==> src/rtl/pt_walker_pkg.sv <==
// Shared constants and the walk state type for the page table walker.
// Assumes the 32-bit entry layout given in the brief.
package pt_walker_pkg;
    localparam int PTE_W  = 32;
    localparam int V_BIT  = 29;
    localparam int RSV_LO = 20;
    localparam int RSV_HI = 25;
    localparam logic [PTE_W-1:0] RSV_MASK =
        PTE_W'(((64'd1 << (RSV_HI - RSV_LO + 1)) - 64'd1) << RSV_LO);

    typedef enum logic [2:0] {
        ST_IDLE,
        ST_L1_REQ,
        ST_L1_WAIT,
        ST_L2_REQ,
        ST_L2_WAIT,
        ST_DONE
    } walk_st_t;
endpackage

==> src/rtl/pt_walk_addr.sv <==
// Entry address generator.
// Forms the master entry address (base plus scaled master index) or the
// secondary entry address (frame number shifted to a page boundary plus the
// scaled secondary index). Assumes 4-byte entries.
module pt_walk_addr #(
    parameter int ADDR_W = 32,
    parameter int IDX_W  = 10,
    parameter int PFN_W  = 20,
    parameter int OFF_W  = 12
) (
    input  logic              sel_l2,
    input  logic [ADDR_W-1:0] base,
    input  logic [IDX_W-1:0]  idx_top,
    input  logic [IDX_W-1:0]  idx_sec,
    input  logic [PFN_W-1:0]  pfn,
    output logic [ADDR_W-1:0] addr
);
    localparam int ENT_SH = 2;

    logic [ADDR_W-1:0] l1_addr;
    logic [ADDR_W-1:0] l2_addr;

    // Master entry address: table base plus four bytes per index step.
    assign l1_addr = base + ADDR_W'({idx_top, {ENT_SH{1'b0}}});
    // Secondary entry address: table page start plus four bytes per index step.
    assign l2_addr = ADDR_W'({pfn, {OFF_W{1'b0}}}) + ADDR_W'({idx_sec, {ENT_SH{1'b0}}});
    // Pick the level being read.
    assign addr = sel_l2 ? l2_addr : l1_addr;
endmodule

==> src/rtl/pt_entry_dec.sv <==
// Entry decoder.
// Extracts the valid bit and frame number from a fetched entry and builds
// the entry as returned to the requester, with the reserved field zeroed.
module pt_entry_dec #(
    parameter int PFN_W = 20
) (
    input  logic [pt_walker_pkg::PTE_W-1:0] raw,
    output logic                            ent_valid,
    output logic [PFN_W-1:0]                ent_pfn,
    output logic [pt_walker_pkg::PTE_W-1:0] ent_clean
);
    import pt_walker_pkg::*;

    // Field extraction and reserved-field clearing.
    assign ent_valid = raw[V_BIT];
    assign ent_pfn   = raw[PFN_W-1:0];
    assign ent_clean = raw & ~RSV_MASK;
endmodule

==> src/rtl/pt_walk_ctrl.sv <==
// Walk sequencer.
// Takes one request while idle, issues the master read, then the secondary
// read if the master entry is valid, and posts a one-cycle completion with an
// entry or a fault. Assumes memory returns exactly one response per accepted
// read; responses seen outside a wait state are ignored.
module pt_walk_ctrl #(
    parameter int ADDR_W = 32,
    parameter int IDX_W  = 10,
    parameter int PFN_W  = 20
) (
    input  logic                            clk,
    input  logic                            rst_n,
    input  logic                            req_valid,
    output logic                            req_ready,
    input  logic [2*IDX_W-1:0]              req_vpn,
    input  logic [ADDR_W-1:0]               req_base,
    output logic                            mem_req_valid,
    input  logic                            mem_req_ready,
    input  logic                            mem_rsp_valid,
    input  logic                            ent_valid,
    input  logic [PFN_W-1:0]                ent_pfn,
    input  logic [pt_walker_pkg::PTE_W-1:0] ent_clean,
    output logic                            sel_l2,
    output logic [ADDR_W-1:0]               base_q,
    output logic [IDX_W-1:0]                idx_top,
    output logic [IDX_W-1:0]                idx_sec,
    output logic [PFN_W-1:0]                pfn_q,
    output logic                            done,
    output logic [pt_walker_pkg::PTE_W-1:0] done_pte,
    output logic                            done_fault,
    output logic                            fault_lvl
);
    import pt_walker_pkg::*;

    walk_st_t                  state;
    logic [2*IDX_W-1:0]        vpn_q;
    logic [PTE_W-1:0]          pte_q;
    logic                      fault_q;
    logic                      lvl_q;

    // Request state machine with captured walk context.
    always_ff @(posedge clk) begin
        if (!rst_n) begin
            state   <= ST_IDLE;
            vpn_q   <= '0;
            base_q  <= '0;
            pfn_q   <= '0;
            pte_q   <= '0;
            fault_q <= 1'b0;
            lvl_q   <= 1'b0;
        end else begin
            case (state)
                ST_IDLE: if (req_valid) begin
                    vpn_q  <= req_vpn;
                    base_q <= req_base;
                    state  <= ST_L1_REQ;
                end
                ST_L1_REQ: if (mem_req_ready) state <= ST_L1_WAIT;
                ST_L1_WAIT: if (mem_rsp_valid) begin
                    if (ent_valid) begin
                        pfn_q <= ent_pfn;
                        state <= ST_L2_REQ;
                    end else begin
                        pte_q   <= '0;
                        fault_q <= 1'b1;
                        lvl_q   <= 1'b0;
                        state   <= ST_DONE;
                    end
                end
                ST_L2_REQ: if (mem_req_ready) state <= ST_L2_WAIT;
                ST_L2_WAIT: if (mem_rsp_valid) begin
                    pte_q   <= ent_valid ? ent_clean : '0;
                    fault_q <= ~ent_valid;
                    lvl_q   <= ~ent_valid;
                    state   <= ST_DONE;
                end
                ST_DONE: state <= ST_IDLE;
                default: state <= ST_IDLE;
            endcase
        end
    end

    // Outputs decoded from the state.
    assign req_ready     = (state == ST_IDLE);
    assign mem_req_valid = (state == ST_L1_REQ) || (state == ST_L2_REQ);
    assign sel_l2        = (state == ST_L2_REQ);
    assign idx_top       = vpn_q[2*IDX_W-1:IDX_W];
    assign idx_sec       = vpn_q[IDX_W-1:0];
    assign done          = (state == ST_DONE);
    assign done_pte      = pte_q;
    assign done_fault    = fault_q;
    assign fault_lvl     = lvl_q;
endmodule

==> src/rtl/pt_walker.sv <==
// Two-level page table walker top.
// Connects the sequencer, the entry address generator and the entry decoder.
// Assumes ADDR_W equals PFN_W + OFF_W and word-aligned table bases.
module pt_walker #(
    parameter int ADDR_W = 32,
    parameter int OFF_W  = 12,
    parameter int IDX_W  = 10,
    parameter int PFN_W  = 20
) (
    input  logic                clk,
    input  logic                rst_n,
    input  logic                req_valid,
    output logic                req_ready,
    input  logic [2*IDX_W-1:0]  req_vpn,
    input  logic [ADDR_W-1:0]   req_base,
    output logic                mem_req_valid,
    input  logic                mem_req_ready,
    output logic [ADDR_W-1:0]   mem_req_addr,
    input  logic                mem_rsp_valid,
    input  logic [31:0]         mem_rsp_data,
    output logic                done,
    output logic [31:0]         done_pte,
    output logic                done_fault,
    output logic                fault_lvl
);
    logic              ent_valid;
    logic [PFN_W-1:0]  ent_pfn;
    logic [31:0]       ent_clean;
    logic              sel_l2;
    logic [ADDR_W-1:0] base_q;
    logic [IDX_W-1:0]  idx_top;
    logic [IDX_W-1:0]  idx_sec;
    logic [PFN_W-1:0]  pfn_q;

    pt_walk_ctrl #(.ADDR_W(ADDR_W), .IDX_W(IDX_W), .PFN_W(PFN_W)) u_ctrl (
        .clk(clk), .rst_n(rst_n),
        .req_valid(req_valid), .req_ready(req_ready),
        .req_vpn(req_vpn), .req_base(req_base),
        .mem_req_valid(mem_req_valid), .mem_req_ready(mem_req_ready),
        .mem_rsp_valid(mem_rsp_valid),
        .ent_valid(ent_valid), .ent_pfn(ent_pfn), .ent_clean(ent_clean),
        .sel_l2(sel_l2), .base_q(base_q), .idx_top(idx_top), .idx_sec(idx_sec),
        .pfn_q(pfn_q),
        .done(done), .done_pte(done_pte), .done_fault(done_fault),
        .fault_lvl(fault_lvl)
    );

    pt_walk_addr #(.ADDR_W(ADDR_W), .IDX_W(IDX_W), .PFN_W(PFN_W), .OFF_W(OFF_W)) u_addr (
        .sel_l2(sel_l2), .base(base_q), .idx_top(idx_top), .idx_sec(idx_sec),
        .pfn(pfn_q), .addr(mem_req_addr)
    );

    pt_entry_dec #(.PFN_W(PFN_W)) u_dec (
        .raw(mem_rsp_data), .ent_valid(ent_valid), .ent_pfn(ent_pfn),
        .ent_clean(ent_clean)
    );
endmodule

==> config.mk <==
export PLATFORM = sky130hd
export DESIGN_NAME = pt_walker
export DESIGN_NICKNAME = d
export VERILOG_FILES = /design/src/rtl/pt_walker_pkg.sv /design/src/rtl/pt_walk_addr.sv /design/src/rtl/pt_entry_dec.sv /design/src/rtl/pt_walk_ctrl.sv /design/src/rtl/pt_walker.sv
export SDC_FILE = /design/constraint.sdc
export NUM_CORES = 1
export LEC_CHECK = 0
export CORE_MARGIN = 4
export CORE_UTILIZATION = 45
export DETAILED_ROUTE_END_ITERATION = 12
export DONT_BUFFER_PORTS = 1
export MAX_ROUTING_LAYER = met4
export PLACE_DENSITY = 0.7
export SYNTH_ARGS = -nofsm -noshare
export SYNTH_HDL_FRONTEND = slang
export SYNTH_SLANG_ARGS = --single-unit
==> constraint.sdc <==
create_clock -name clk -period 2.8 [get_ports clk]
set_input_delay 0.28 -clock clk [delete_from_list [all_inputs] [get_ports clk]]
set_output_delay 0.28 -clock clk [all_outputs]
set_load 0.1 [all_outputs]
==> impl_metrics.ini <==
[outcome]
status = finished with violations
violations = setup timing

[job]
cap_viol_max_count = 0

[global_routing]
grt-ovfl-total = 0
grt_max_degree = 103
grt_pass1_vias = 4454
grt_use_total = 0.218
antenna_found_initial = 0
grt_pass1_wl_mm = 22.1

[placed_design]
portBuffers = 0
finalWeightedCongestion = 0.870
dp.cells = 789
post-place-ws_ns = 0.141
dpl.hpwl_mm = 10.1
placed_area_um2 = 6110

[drt]
drcViolationCount = 0
wire_per_inst_um = 17.5
vias_per_cell = 5.60
drt_iter0_markers = 231
dr.pass1.iters = 6
vias = 4551
detail_route.wirelength_mm = 14.2
antenna_left = 0

[timing]
fin_crit_ns = 3.01
fin_skew_ns = 0.00581
timing.slew.headroom = 0.325
fmax_mhz = 332
final.setup.tns_ns = -1.87
fin_crit_sh = 1.08
final_max_slew_viol_count = 0
hold_viol = 0
rsz0062_at_grt = true
setup_slack_ns = -0.212
worstMarginPinSlew_ns = 1.01
setup_viol = 13

[clock_network]
cts_sinks = 103
clk_pin_slew_ns = 0.08
htreeDepth = 3
cts_buffers = 9
clockBufferDepth = 2
clk_latency_ns = 0.35
cts_tree = built
cts_root_buffer = clkbuf_16

[synth]
synth_top_area_frac = 0.403
ys.flop_type = dfxtp_1
yosysWarnings = 0
synth_cells = 643
synth_largest_area_cell = dfxtp_1
synth_area_leaders = dfxtp_1, nand2_1, a21boi_1
synth_area_um2 = 5120
syn_avg_cell_area_um2 = 7.96
synth_edf_count = 0
seq_area_frac_synth = 0.403
synthDistinctLibCells = 46
synth-async-reset-ratio = 0
ys_ff_latch = 103

[layout]
area_growth_pct = 31.0
final_cell_count_no_fill = 812
nNetsFinal = 767
drive_gt1_frac = 0.220
insertedDiodeCount = 0
final.fill_count = 941
postLayoutCellArea_um2 = 6700

[die]
die_h_um = 115
io_pins = 158
coreArea_um2 = 11000
fp.dieW_um = 115
die_area_um2 = 13100
start_util = 0.466
rows = 38

[power]
p_int_mw = 2.53
p_sw_mw = 1.40
irDropWorstVdd_mv = 0.448
switching_share = 0.357
power_mw = 3.93
p_seq_frac = 0.409
p_clk_frac = 0.319
power.density_nw_per_um2 = 586
p_leak_nw = 2.38
comb_power_share = 0.272

[critical_path]
crit_fanout = 5
endpoint_kind = output pin
crit_type = register to output pin
startpoint = u_ctrl.base_q[2]$_SDFFE_PN0P_
crit_path_start_kind = register
r2r_setup_slack_ns = 0.98
r2r_start = u_ctrl.state[1]$_SDFFE_PN0P_
crit_chain = ha_4 > fa_2 > a211oi_4 > nor3b_2 > nor4_4 > buf_4 > nor2_1 > xnor2_2 > o21ai_4 > buf_12
cp.required_ns = 2.52
cp_slowest_cell = fa_2
crit_arrival_ns = 2.73
cp_slowest_stage_delay_ns = 0.38

[worst_hold_path]
min_path_type = input pin to register
hp-start = req_base[14]
cell usage in the layout (no fill, tap or decap), types with 8 or more instances in the layout:
master and count:
buf_4 21, o21ai_2 15, o21ai_4 8, a22oi_1 26, dfxtp_1 97, xor2_1 11
nand2_1 187, buf_12 32, xnor2_1 8, nor2b_1 29, a21boi_1 71, a21oi_1 10
nor2_1 16, clkbuf_16 9
kinds of logic (layout without fill, tap and decap cells):
| family | after synthesis | after routing | synth area share |
|---|---|---|---|
| compound gates | 170 | 170 | 0.228 |
| xor+xnor | 26 | 26 | 0.0445 |
| fa+ha+maj | 11 | 11 | 0.0284 |
| buf+inv | 49 | 73 | 0.0418 |
| flops | 103 | 103 | 0.403 |
| mux | 2 | 2 | 0.00416 |
| other cells | 1 | 6 | 0.000733 |
| simple gates | 281 | 281 | 0.250 |
cells in the mapped netlist, types with 3 or more instances:
| master | count |
|---|---|
| and3_1 | 3 |
| dfxtp_1 | 103 |
| and4_1 | 3 |
| buf_4 | 6 |
| nand4_1 | 3 |
| and2_1 | 7 |
| nor4_1 | 3 |
| o21ai_1 | 23 |
| a21oi_1 | 18 |
| a21o_1 | 7 |
| o21ai_0 | 6 |
| xor2_1 | 14 |
| a22oi_1 | 26 |
| buf_2 | 6 |
| ha_1 | 10 |
| nor2b_1 | 30 |
| xnor2_1 | 12 |
| o21bai_1 | 3 |
| a21boi_1 | 71 |
| nand2_1 | 189 |
| nor3_1 | 9 |
| nand2b_1 | 3 |
| nor2_1 | 17 |
| inv_1 | 3 |
| nand3_1 | 5 |
| clkbuf_1 | 34 |
metal layers:
layer	wire length, um	GRT usage
met1	5680	0.254
met2	6870	0.350
met3	1350	0.0819
met4	295	0.0665
met5	0	-
power groups by stage:
stage	Combinational [mW]	Sequential [mW]	Clock [mW]
after floorplan	0.755	1.61	0
after global placement	1.02	1.63	0
after detailed placement	1.04	1.63	0
after CTS	1.05	1.60	1.29
after global routing	1.12	1.61	1.35
final	1.07	1.61	1.25
final timing paths:
check / endpoint / cells past startpoint
worst max-delay path: mem_req_addr[12] / 10
worst max register to register: u_ctrl.pfn_q[16]$_SDFFE_PN0P_ / 4
worst min register to register: u_ctrl.base_q[0]$_SDFFE_PN0P_ / 2
worst min-delay path: u_ctrl.base_q[14]$_SDFFE_PN0P_ / 2
stage by stage:
stage / hold WS (ns) / utilization
floorplan: 0.415 / -
global placement: 0.414 / 0.557
detailed placement: 0.423 / 0.557
CTS: 0.0382 / 0.594
global route: 0.0351 / 0.610
finish: 0.0510 / 0.610
state kept, by name, indices dropped and copies added (netlist names):
| register | count |
|---|---|
| u_ctrl.base_q | 32 |
| u_ctrl.fault_lvl | 1 |
| u_ctrl.pfn_q | 20 |
| u_ctrl.state | 3 |
| u_ctrl.done_pte | 26 |
| u_ctrl.done_fault | 1 |
| u_ctrl.vpn_q | 20 |
final cells by class:
cell class / count / area, um2 / area share
repair buffers: 54 / 810 / 0.121
multi-input cells: 496 / 3340 / 0.498
well taps: 140 / 175 / 0.0261
clock buffers: 9 / 225 / 0.0336
flip-flops and latches: 103 / 2070 / 0.309
inverters: 3 / 11.3 / 0.00168
clock inverters: 7 / 70.1 / 0.0105
timing repair:
item	CTS	global route
resized for setup	17	28
gates cloned	1	0
hold buffers	0	0
endpoints found under the setup margin	19	22
pin swaps	10	21
setup buffers	2	4
critical path, delay by kind of cell, from the launching register on:
kind            cells  cell delay (ns)
fa+ha+maj           2             0.54
xor+xnor            1             0.19
simple gates        3             0.43
buf+inv             2             0.42
compound gates      2             0.46
flops               1             0.34
Power figures use the tool's default switching activity.
